## config.mk

```make
export PLATFORM = sky130hd
export DESIGN_NAME = show_cycle_ctrl
export DESIGN_NICKNAME = d
export VERILOG_FILES = /design/src/rtl/sc_show_pkg.sv /design/src/rtl/sc_show_cfg.sv /design/src/rtl/sc_cycle_track.sv /design/src/rtl/sc_pin_drive.sv /design/src/rtl/show_cycle_ctrl.sv
export SDC_FILE = /design/constraint.sdc
export NUM_CORES = 1
export LEC_CHECK = 0
export BUFFER_PORTS_ARGS = -buffer_cell sky130_fd_sc_hd__buf_2
export CAP_MARGIN = 15
export CORE_MARGIN = 1
export CORE_UTILIZATION = 45
export CTS_BUF_LIST = sky130_fd_sc_hd__clkbuf_8
export DETAILED_ROUTE_END_ITERATION = 16
export PLACE_DENSITY_LB_ADDON = 0.1
export SLEW_MARGIN = 20
export SYNTH_ARGS = -nofsm -noshare
export SYNTH_HDL_FRONTEND = slang
export SYNTH_SLANG_ARGS = --single-unit
```

## constraint.sdc

```tcl
create_clock -name clk -period 2.5 [get_ports clk]
set_input_delay 0.5 -clock clk [delete_from_list [all_inputs] [get_ports clk]]
set_output_delay 0.5 -clock clk [all_outputs]
set_load 0.02 [all_outputs]
```

## src/rtl/sc_show_pkg.sv

```systemverilog
// Shared types for the show cycle bus control.
// Assumes: nothing beyond the standard; pure type package.
package sc_show_pkg;
    // Phase of the internal access as seen by the external pins.
    typedef enum logic [1:0] {
        CYC_IDLE = 2'd0,   // no internal access open
        CYC_SHOW = 2'd1,   // access open, mirrored onto the pins
        CYC_HIDE = 2'd2    // access open, strobes kept quiet
    } cyc_state_e;
endpackage

```

## src/rtl/sc_show_cfg.sv

```systemverilog
// Show-enable configuration field.
// Holds the CFG_W-bit enable field behind a simple write/read port and
// reports whether mirroring is currently requested (any nonzero value).
// Assumes: a single writer; writes take effect on the next clock.
module sc_show_cfg #(
    parameter int CFG_W = 2
) (
    input  logic             clk,
    input  logic             rst_n,
    input  logic             wr_en,
    input  logic [CFG_W-1:0] wr_data,
    output logic [CFG_W-1:0] rd_data,
    output logic             show_en
);
    logic [CFG_W-1:0] field_q;

    // Purpose: load the field on a write; clear it (mirroring off) on reset.
    always_ff @(posedge clk) begin
        if (!rst_n) begin
            field_q <= '0;
        end else if (wr_en) begin
            field_q <= wr_data;
        end
    end

    assign rd_data = field_q;
    assign show_en = |field_q;

    AST_CFG_WRITE: assert property (@(posedge clk) disable iff (!rst_n)
        wr_en |=> rd_data == $past(wr_data));
    AST_CFG_KEEP: assert property (@(posedge clk) disable iff (!rst_n)
        !wr_en |=> $stable(rd_data));
endmodule

```

## src/rtl/sc_cycle_track.sv

```systemverilog
// Internal access tracker.
// Opens an access on a start pulse when idle, fixes its mirrored/hidden
// mode at that edge, and closes it on the end pulse (or one clock later
// when start and end coincide).
// Assumes: int_start and int_end are single-clock pulses; starts seen
// while an access is open are not new accesses.
module sc_cycle_track
    import sc_show_pkg::*;
(
    input  logic clk,
    input  logic rst_n,
    input  logic int_start,
    input  logic int_end,
    input  logic show_en,
    output logic cyc_open,
    output logic cyc_busy,
    output logic cyc_show
);
    cyc_state_e state_q;
    logic       last_q;   // end already seen on the start clock

    // Purpose: advance the access phase on start and end pulses.
    always_ff @(posedge clk) begin
        if (!rst_n) begin
            state_q <= CYC_IDLE;
            last_q  <= 1'b0;
        end else begin
            case (state_q)
                CYC_IDLE: begin
                    if (int_start) begin
                        state_q <= show_en ? CYC_SHOW : CYC_HIDE;
                        last_q  <= int_end;
                    end
                end
                default: begin
                    if (int_end || last_q) begin
                        state_q <= CYC_IDLE;
                        last_q  <= 1'b0;
                    end
                end
            endcase
        end
    end

    assign cyc_open = (state_q == CYC_IDLE) && int_start;
    assign cyc_busy = (state_q != CYC_IDLE);
    assign cyc_show = (state_q == CYC_SHOW);

    AST_OPEN_TAKES: assert property (@(posedge clk) disable iff (!rst_n)
        cyc_open |=> cyc_busy);
    AST_END_CLOSES: assert property (@(posedge clk) disable iff (!rst_n)
        (cyc_busy && int_end) |=> !cyc_busy);
    AST_MODE_FIXED: assert property (@(posedge clk) disable iff (!rst_n)
        cyc_busy |=> (!cyc_busy || $stable(cyc_show)));
    AST_SINGLE_SHOT: assert property (@(posedge clk) disable iff (!rst_n)
        (cyc_open && int_end) |=> (cyc_busy ##1 !cyc_busy));
endmodule

```

## src/rtl/sc_pin_drive.sv

```systemverilog
// External pin driver for internal accesses.
// Latches the access attributes on every accepted start, holds the data
// shown on the bus, and forms the data strobe and output enable.
// Assumes: cyc_open/cyc_busy/cyc_show come from sc_cycle_track.
module sc_pin_drive #(
    parameter int ADDR_W = 32,
    parameter int DATA_W = 16,
    parameter int FC_W   = 3,
    parameter int SIZE_W = 2
) (
    input  logic              clk,
    input  logic              rst_n,
    input  logic              cyc_open,
    input  logic              cyc_busy,
    input  logic              cyc_show,
    input  logic [ADDR_W-1:0] int_addr,
    input  logic [FC_W-1:0]   int_fc,
    input  logic [SIZE_W-1:0] int_size,
    input  logic              int_rnw,
    input  logic [DATA_W-1:0] int_wdata,
    input  logic [DATA_W-1:0] int_rdata,
    output logic              ext_ds_n,
    output logic [ADDR_W-1:0] ext_addr,
    output logic [FC_W-1:0]   ext_fc,
    output logic [SIZE_W-1:0] ext_size,
    output logic              ext_rnw,
    output logic [DATA_W-1:0] ext_data_out,
    output logic              ext_data_oe
);
    logic [ADDR_W-1:0] addr_q;
    logic [FC_W-1:0]   fc_q;
    logic [SIZE_W-1:0] size_q;
    logic              rnw_q;
    logic [DATA_W-1:0] data_q;

    // Purpose: capture attributes of each accepted access, mirrored or not.
    always_ff @(posedge clk) begin
        if (!rst_n) begin
            addr_q <= '0;
            fc_q   <= '0;
            size_q <= '0;
            rnw_q  <= 1'b0;
        end else if (cyc_open) begin
            addr_q <= int_addr;
            fc_q   <= int_fc;
            size_q <= int_size;
            rnw_q  <= int_rnw;
        end
    end

    // Purpose: hold write data from the start edge, track read data each clock.
    always_ff @(posedge clk) begin
        if (!rst_n) begin
            data_q <= '0;
        end else if (cyc_open) begin
            data_q <= int_rnw ? int_rdata : int_wdata;
        end else if (cyc_busy && rnw_q) begin
            data_q <= int_rdata;
        end
    end

    assign ext_addr     = addr_q;
    assign ext_fc       = fc_q;
    assign ext_size     = size_q;
    assign ext_rnw      = rnw_q;
    assign ext_ds_n     = ~cyc_show;
    assign ext_data_oe  = cyc_show;
    assign ext_data_out = cyc_show ? data_q : '0;

    AST_ATTR_LATCH: assert property (@(posedge clk) disable iff (!rst_n)
        cyc_open |=> (ext_addr == $past(int_addr) && ext_rnw == $past(int_rnw)));
    AST_ATTR_HOLD: assert property (@(posedge clk) disable iff (!rst_n)
        !cyc_open |=> ($stable(ext_addr) && $stable(ext_fc) && $stable(ext_size)));
    AST_WDATA_HOLD: assert property (@(posedge clk) disable iff (!rst_n)
        (cyc_show && !ext_rnw && !cyc_open) |=> (!ext_data_oe || $stable(ext_data_out)));
    AST_RDATA_TRACK: assert property (@(posedge clk) disable iff (!rst_n)
        (cyc_busy && ext_rnw) |=> (!ext_data_oe || ext_data_out == $past(int_rdata)));
endmodule

```

## src/rtl/show_cycle_ctrl.sv

```systemverilog
// Show cycle bus control, top level.
// Mirrors internal peripheral accesses onto the external pins for debug:
// attributes always, strobe and data only while the enable field is set.
// The address strobe is never asserted for an internal access.
// Assumes: one internal access at a time, framed by start/end pulses.
module show_cycle_ctrl #(
    parameter int ADDR_W = 32,
    parameter int DATA_W = 16,
    parameter int FC_W   = 3,
    parameter int SIZE_W = 2,
    parameter int CFG_W  = 2
) (
    input  logic              clk,
    input  logic              rst_n,
    input  logic              cfg_wr_en,
    input  logic [CFG_W-1:0]  cfg_wr_data,
    output logic [CFG_W-1:0]  cfg_rd_data,
    input  logic              int_start,
    input  logic              int_end,
    input  logic [ADDR_W-1:0] int_addr,
    input  logic [FC_W-1:0]   int_fc,
    input  logic [SIZE_W-1:0] int_size,
    input  logic              int_rnw,
    input  logic [DATA_W-1:0] int_wdata,
    input  logic [DATA_W-1:0] int_rdata,
    output logic              ext_as_n,
    output logic              ext_ds_n,
    output logic [ADDR_W-1:0] ext_addr,
    output logic [FC_W-1:0]   ext_fc,
    output logic [SIZE_W-1:0] ext_size,
    output logic              ext_rnw,
    output logic [DATA_W-1:0] ext_data_out,
    output logic              ext_data_oe
);
    logic show_en;
    logic cyc_open;
    logic cyc_busy;
    logic cyc_show;

    sc_show_cfg #(.CFG_W(CFG_W)) u_cfg (
        .clk     (clk),
        .rst_n   (rst_n),
        .wr_en   (cfg_wr_en),
        .wr_data (cfg_wr_data),
        .rd_data (cfg_rd_data),
        .show_en (show_en)
    );

    sc_cycle_track u_track (
        .clk       (clk),
        .rst_n     (rst_n),
        .int_start (int_start),
        .int_end   (int_end),
        .show_en   (show_en),
        .cyc_open  (cyc_open),
        .cyc_busy  (cyc_busy),
        .cyc_show  (cyc_show)
    );

    sc_pin_drive #(
        .ADDR_W (ADDR_W),
        .DATA_W (DATA_W),
        .FC_W   (FC_W),
        .SIZE_W (SIZE_W)
    ) u_pins (
        .clk          (clk),
        .rst_n        (rst_n),
        .cyc_open     (cyc_open),
        .cyc_busy     (cyc_busy),
        .cyc_show     (cyc_show),
        .int_addr     (int_addr),
        .int_fc       (int_fc),
        .int_size     (int_size),
        .int_rnw      (int_rnw),
        .int_wdata    (int_wdata),
        .int_rdata    (int_rdata),
        .ext_ds_n     (ext_ds_n),
        .ext_addr     (ext_addr),
        .ext_fc       (ext_fc),
        .ext_size     (ext_size),
        .ext_rnw      (ext_rnw),
        .ext_data_out (ext_data_out),
        .ext_data_oe  (ext_data_oe)
    );

    // Internal accesses never use the address strobe.
    assign ext_as_n = 1'b1;

    AST_OE_WITH_DS: assert property (@(posedge clk) disable iff (!rst_n)
        ext_data_oe == !ext_ds_n);
    AST_QUIET_WHEN_OFF: assert property (@(posedge clk) disable iff (!rst_n)
        (int_start && !ext_data_oe && cfg_rd_data == '0) |=> ext_ds_n);
endmodule

```

## After elaboration in Yosys (flattened, before gate mapping)

Cells that the tools add are included.

- Output and inout port bits: 59
- Register bits after elaboration: 59
- Word-level logic and storage cells: 31

- Bitwise operators: 1
- Reductions and logical operators: 9
- Multiplexer cells: 11
- Eq/ne operators: 2

Operator list:

| operator | count |
|---|---|
| $mux W16 | 4 |
| $mux W2 | 4 |
| $reduce_bool A2 Y1 | 3 |
| $mux W1 | 3 |
| $eq A2 B1 Y1 const B | 1 |
| $logic_and A1 B1 Y1 | 2 |
| $logic_not A2 Y1 | 1 |
| $ne A2 B2 Y1 const B | 1 |
| $reduce_and A2 Y1 | 1 |
| $reduce_or A2 Y1 | 1 |
| $logic_or A1 B1 Y1 | 1 |
| $not A1 Y1 | 1 |

## Longest topological paths before layout

- Depth in word-level cells: 4
- Mapped depth: 6

## Hierarchy

A second synthesis with hierarchy kept.

- Cell total of the unflattened synthesis: 257
- Area, all modules: 2,499.9 µm²

By module, submodules not included:

| module | times used | cells an instance | area each (µm²) |
|---|---|---|---|
| sc_pin_drive | 1 | 233 | 2,250.9 |
| sc_cycle_track | 1 | 15 | 158.9 |
| sc_show_cfg | 1 | 7 | 78.8 |
| show_cycle_ctrl | 1 | 2 | 11.3 |

## Worst setup path before layout

OpenSTA, ideal clock, no wires.

- Path kind: register to output
- Start point: register u_track.state_q[0]
- End point: output port ext_data_out[10]
- Arrival: 1,269 ps
- Path buffers: 1
- Stages on the path, launching flop included: 4
- Slack: 731 ps
- Data required time: 2,000 ps
- Cells stage by stage: dfxtp_1 -> nor2b_1 -> buf_2 -> and2_1

- Cells in the longest elaborated chain, start to end: 2

RTL lines:

| element | line | RTL |
|---|---|---|
| start: declaration | sc_cycle_track.sv:19 | `cyc_state_e state_q;` |
| start signal: assignment | sc_cycle_track.sv:31 | `state_q <= show_en ? CYC_SHOW : CYC_HIDE;` |
| $eq A2 B1 Y1 | sc_cycle_track.sv:47 | `assign cyc_show = (state_q == CYC_SHOW);` |
| net ext_data_oe | show_cycle_ctrl.sv:33 | `output logic ext_data_oe` |
| $mux W16 | sc_pin_drive.sv:68 | `assign ext_data_out = cyc_show ? data_q : '0;` |
| end: declaration | show_cycle_ctrl.sv:32 | `output logic [DATA_W-1:0] ext_data_out,` |

The timed path passes the listed nets, and every way through them passes these cells.

## Worst setup path after layout

- Start point: register u_track.state_q[0]
- End point: output port ext_data_out[2]

- Cells in the longest elaborated chain, start to end: 2

RTL lines:

| element | line |
|---|---|
| $eq A2 B1 Y1 | sc_cycle_track.sv:47 |
| $mux W16 | sc_pin_drive.sv:68 |

Every way passes these cells.

==> metrics.csv <==
metric;value;unit
grt_pass1_wl;10.2;mm
yosysWarnings;0;
finClkSkew;0.00542;ns
cts_resized;0;
start_kind;register;
ios;136;
hold_viol_final;0;
syn-num-nets;374;
cts_tree;yes;
critical_path_required;2.00;ns
antenna_cells;0;
cts_root_buf;clkbuf_8;
cap_violations;0;
min_period;2.05;ns
die_w;76.7;um
place_hpwl;4.24;mm
min_period_over_period;0.818;
start_util;0.479;
peakVddDrop;374;uV
crit_arrival;1.55;ns
place_inst;483;
syn_inst;297;
io_buffers;134;
hp-class;in2reg;
vias;2461;
fill_cells;490;
maxSlewHeadroom;0.473;
detail-route-antenna-nets;0;
netlist_area;0.00251;sq mm
cts_hold_buf;0;
powerDensity;685;mW/mm^2
firstDrtPassIters;4;
path_clk_slew;0.07;ns
yosysUniqueCellTypes;26;
ys_seq_elements;59;
nNetsFinal;501;
yosysSeqAreaShare;0.470;
routed_wirelength;6.29;mm
grt_pass1_vias;2183;
cts_setup_buffers;0;
worstPathMaxFanout;18;
core;0.00524;sq mm
track_usage;0.219;
cts_max_level;3;
synthToLayoutAreaGrowth;33.9;%
final_util;0.642;
rsz0062_at_grt;false;
fin_setup_tns;0;ns
fin_ws;0.455;ns
synth.avg_cell_area;8.46;sq um
seq_area;0.00118;sq mm
std_cell_rows;26;
drc;0;
vias_per_cell;4.93;
status;completed;
setup_viol;0;
crit_type;reg2out;
cts_buffers;9;
clock_latency;0.33;ns
pre_cts_slack;0.600;ns
antenna_found_initial;0;
critPathCaptureType;output pin;
timing.fmax;489;MHz
leakage;1.68;nW
total_power;2.30;mW
tightest_slew;0.791;ns
clk_path_buf_depth;2;
first_iter_violations;105;
final_cells;499;
final_max_slew_viol_count;0;
finalWeightedCongestion;0.768;
grt-ovfl-total;0;
grt_max_degree;47;
multi_input_area;0.00117;sq mm
wl_per_cell;12.6;um
clock-sinks;59;
die_y;76.7;um
drive_gt1_frac;0.371;
die-area;0.00588;sq mm
-- critical path, stage by stage (launching register included) --
cell and delay [ns]:
dfxtp_1 0.51, nor2b_1 0.17, buf_4 0.21, and2_1 0.15
buf_2 0.17
-- cells by family (layout without fill, tap and decap cells) --
family          count (synthesis)  in the layout  share of synthesized area
compound gates                 73             73                      0.212
buf+inv                        26            158                     0.0648
flops                          59             59                      0.470
mux                             3              3                     0.0120
simple gates                  135            135                      0.240
other cells                     1              1                    0.00149
-- Yosys cell counts --
library cell  number  area share
mux2i_1            3       0.012
nor4b_1            1      0.0035
o31ai_1           16       0.048
nor2_1             2      0.0030
nor2b_1            4       0.010
o2bb2ai_1          1      0.0035
a31oi_1           16       0.040
buf_4              2      0.0060
clkbuf_1           7       0.010
o211a_1            1      0.0040
or3b_2             1      0.0035
or4b_1             1      0.0040
dfxtp_1           59        0.47
or2_1              1      0.0025
a21boi_0          17       0.051
o21a_1             1      0.0030
buf_2             10       0.020
nor3b_1            1      0.0030
buf_6              6       0.027
and2_1            17       0.042
a22oi_1            1      0.0030
nor4b_4            1      0.0095
a21boi_1          20       0.060
conb_1             1      0.0015
inv_1              1      0.0015
nand2_1          106        0.16
-- flip-flops by register name (all words and copies together) (netlist names) --
name,cells
u_cfg.rd_data,2
u_pins.data_q,16
u_pins.ext_addr,32
u_pins.ext_fc,3
u_pins.ext_rnw,1
u_pins.ext_size,2
u_track.last_q,1
u_track.state_q,2
-- report_power, final --
group	internal [mW]	total, mW	switching, mW
Sequential	1.02	1.06	0.0412
Clock	0.478	0.839	0.361
Combinational	0.163	0.404	0.241
Total	1.66	2.30	0.643
-- metrics by stage --
step / hold slack (ns) / cell area (sq um)
after floorplan: 0.507 / 2510
after global placement: 0.436 / 3170
after detailed placement: 0.442 / 3170
after CTS: 0.392 / 3360
after global routing: 0.398 / 3360
final: 0.403 / 3360
-- metal layers --
layer | GRT usage | vias to the layer above | wire length [um]
met2 | 0.330 | 105 | 2880
met3 | 0.0524 | 8 | 413
met4 | 0.104 | 0 | 89
met5 | 0 | - | 0
li1 | - | 1240 | -
met1 | 0.294 | 1108 | 2910
-- layout by cell type (no fill, tap or decap), drive strengths merged, types with 2 or more instances in the layout --
cell / synthesis / routed
buf: 18 / 141
nand2: 106 / 106
dfxtp: 59 / 59
a21boi: 37 / 37
and2: 17 / 17
o31ai: 16 / 16
a31oi: 16 / 16
clkbuf: 7 / 10
nor2b: 4 / 4
mux2i: 3 / 3
clkinv: 0 / 3
inv: 1 / 2
nor2: 2 / 2
nor4b: 2 / 2
-- layout make-up --
type,instances,area share
repair buffers,141,0.215
clock inverters,6,0.0167
well taps,70,0.0261
clock buffers,10,0.0409
flip-flops and latches,59,0.351
inverters,1,0.00112
multi-input cells,212,0.349
-- worst paths after layout --
check	slack [ns]	startpoint	depth (start not counted)	endpoint
max	0.45	u_track.state_q[0]	4	ext_data_out[2]
min	0.40	int_addr[23]	3	u_pins.ext_addr[23]
max reg2reg	0.83	u_track.state_q[1]	3	u_pins.data_q[3]
min reg2reg	0.45	u_pins.ext_addr[20]	2	u_pins.ext_addr[20]
No activity file was read; power rests on OpenSTA's default activity.
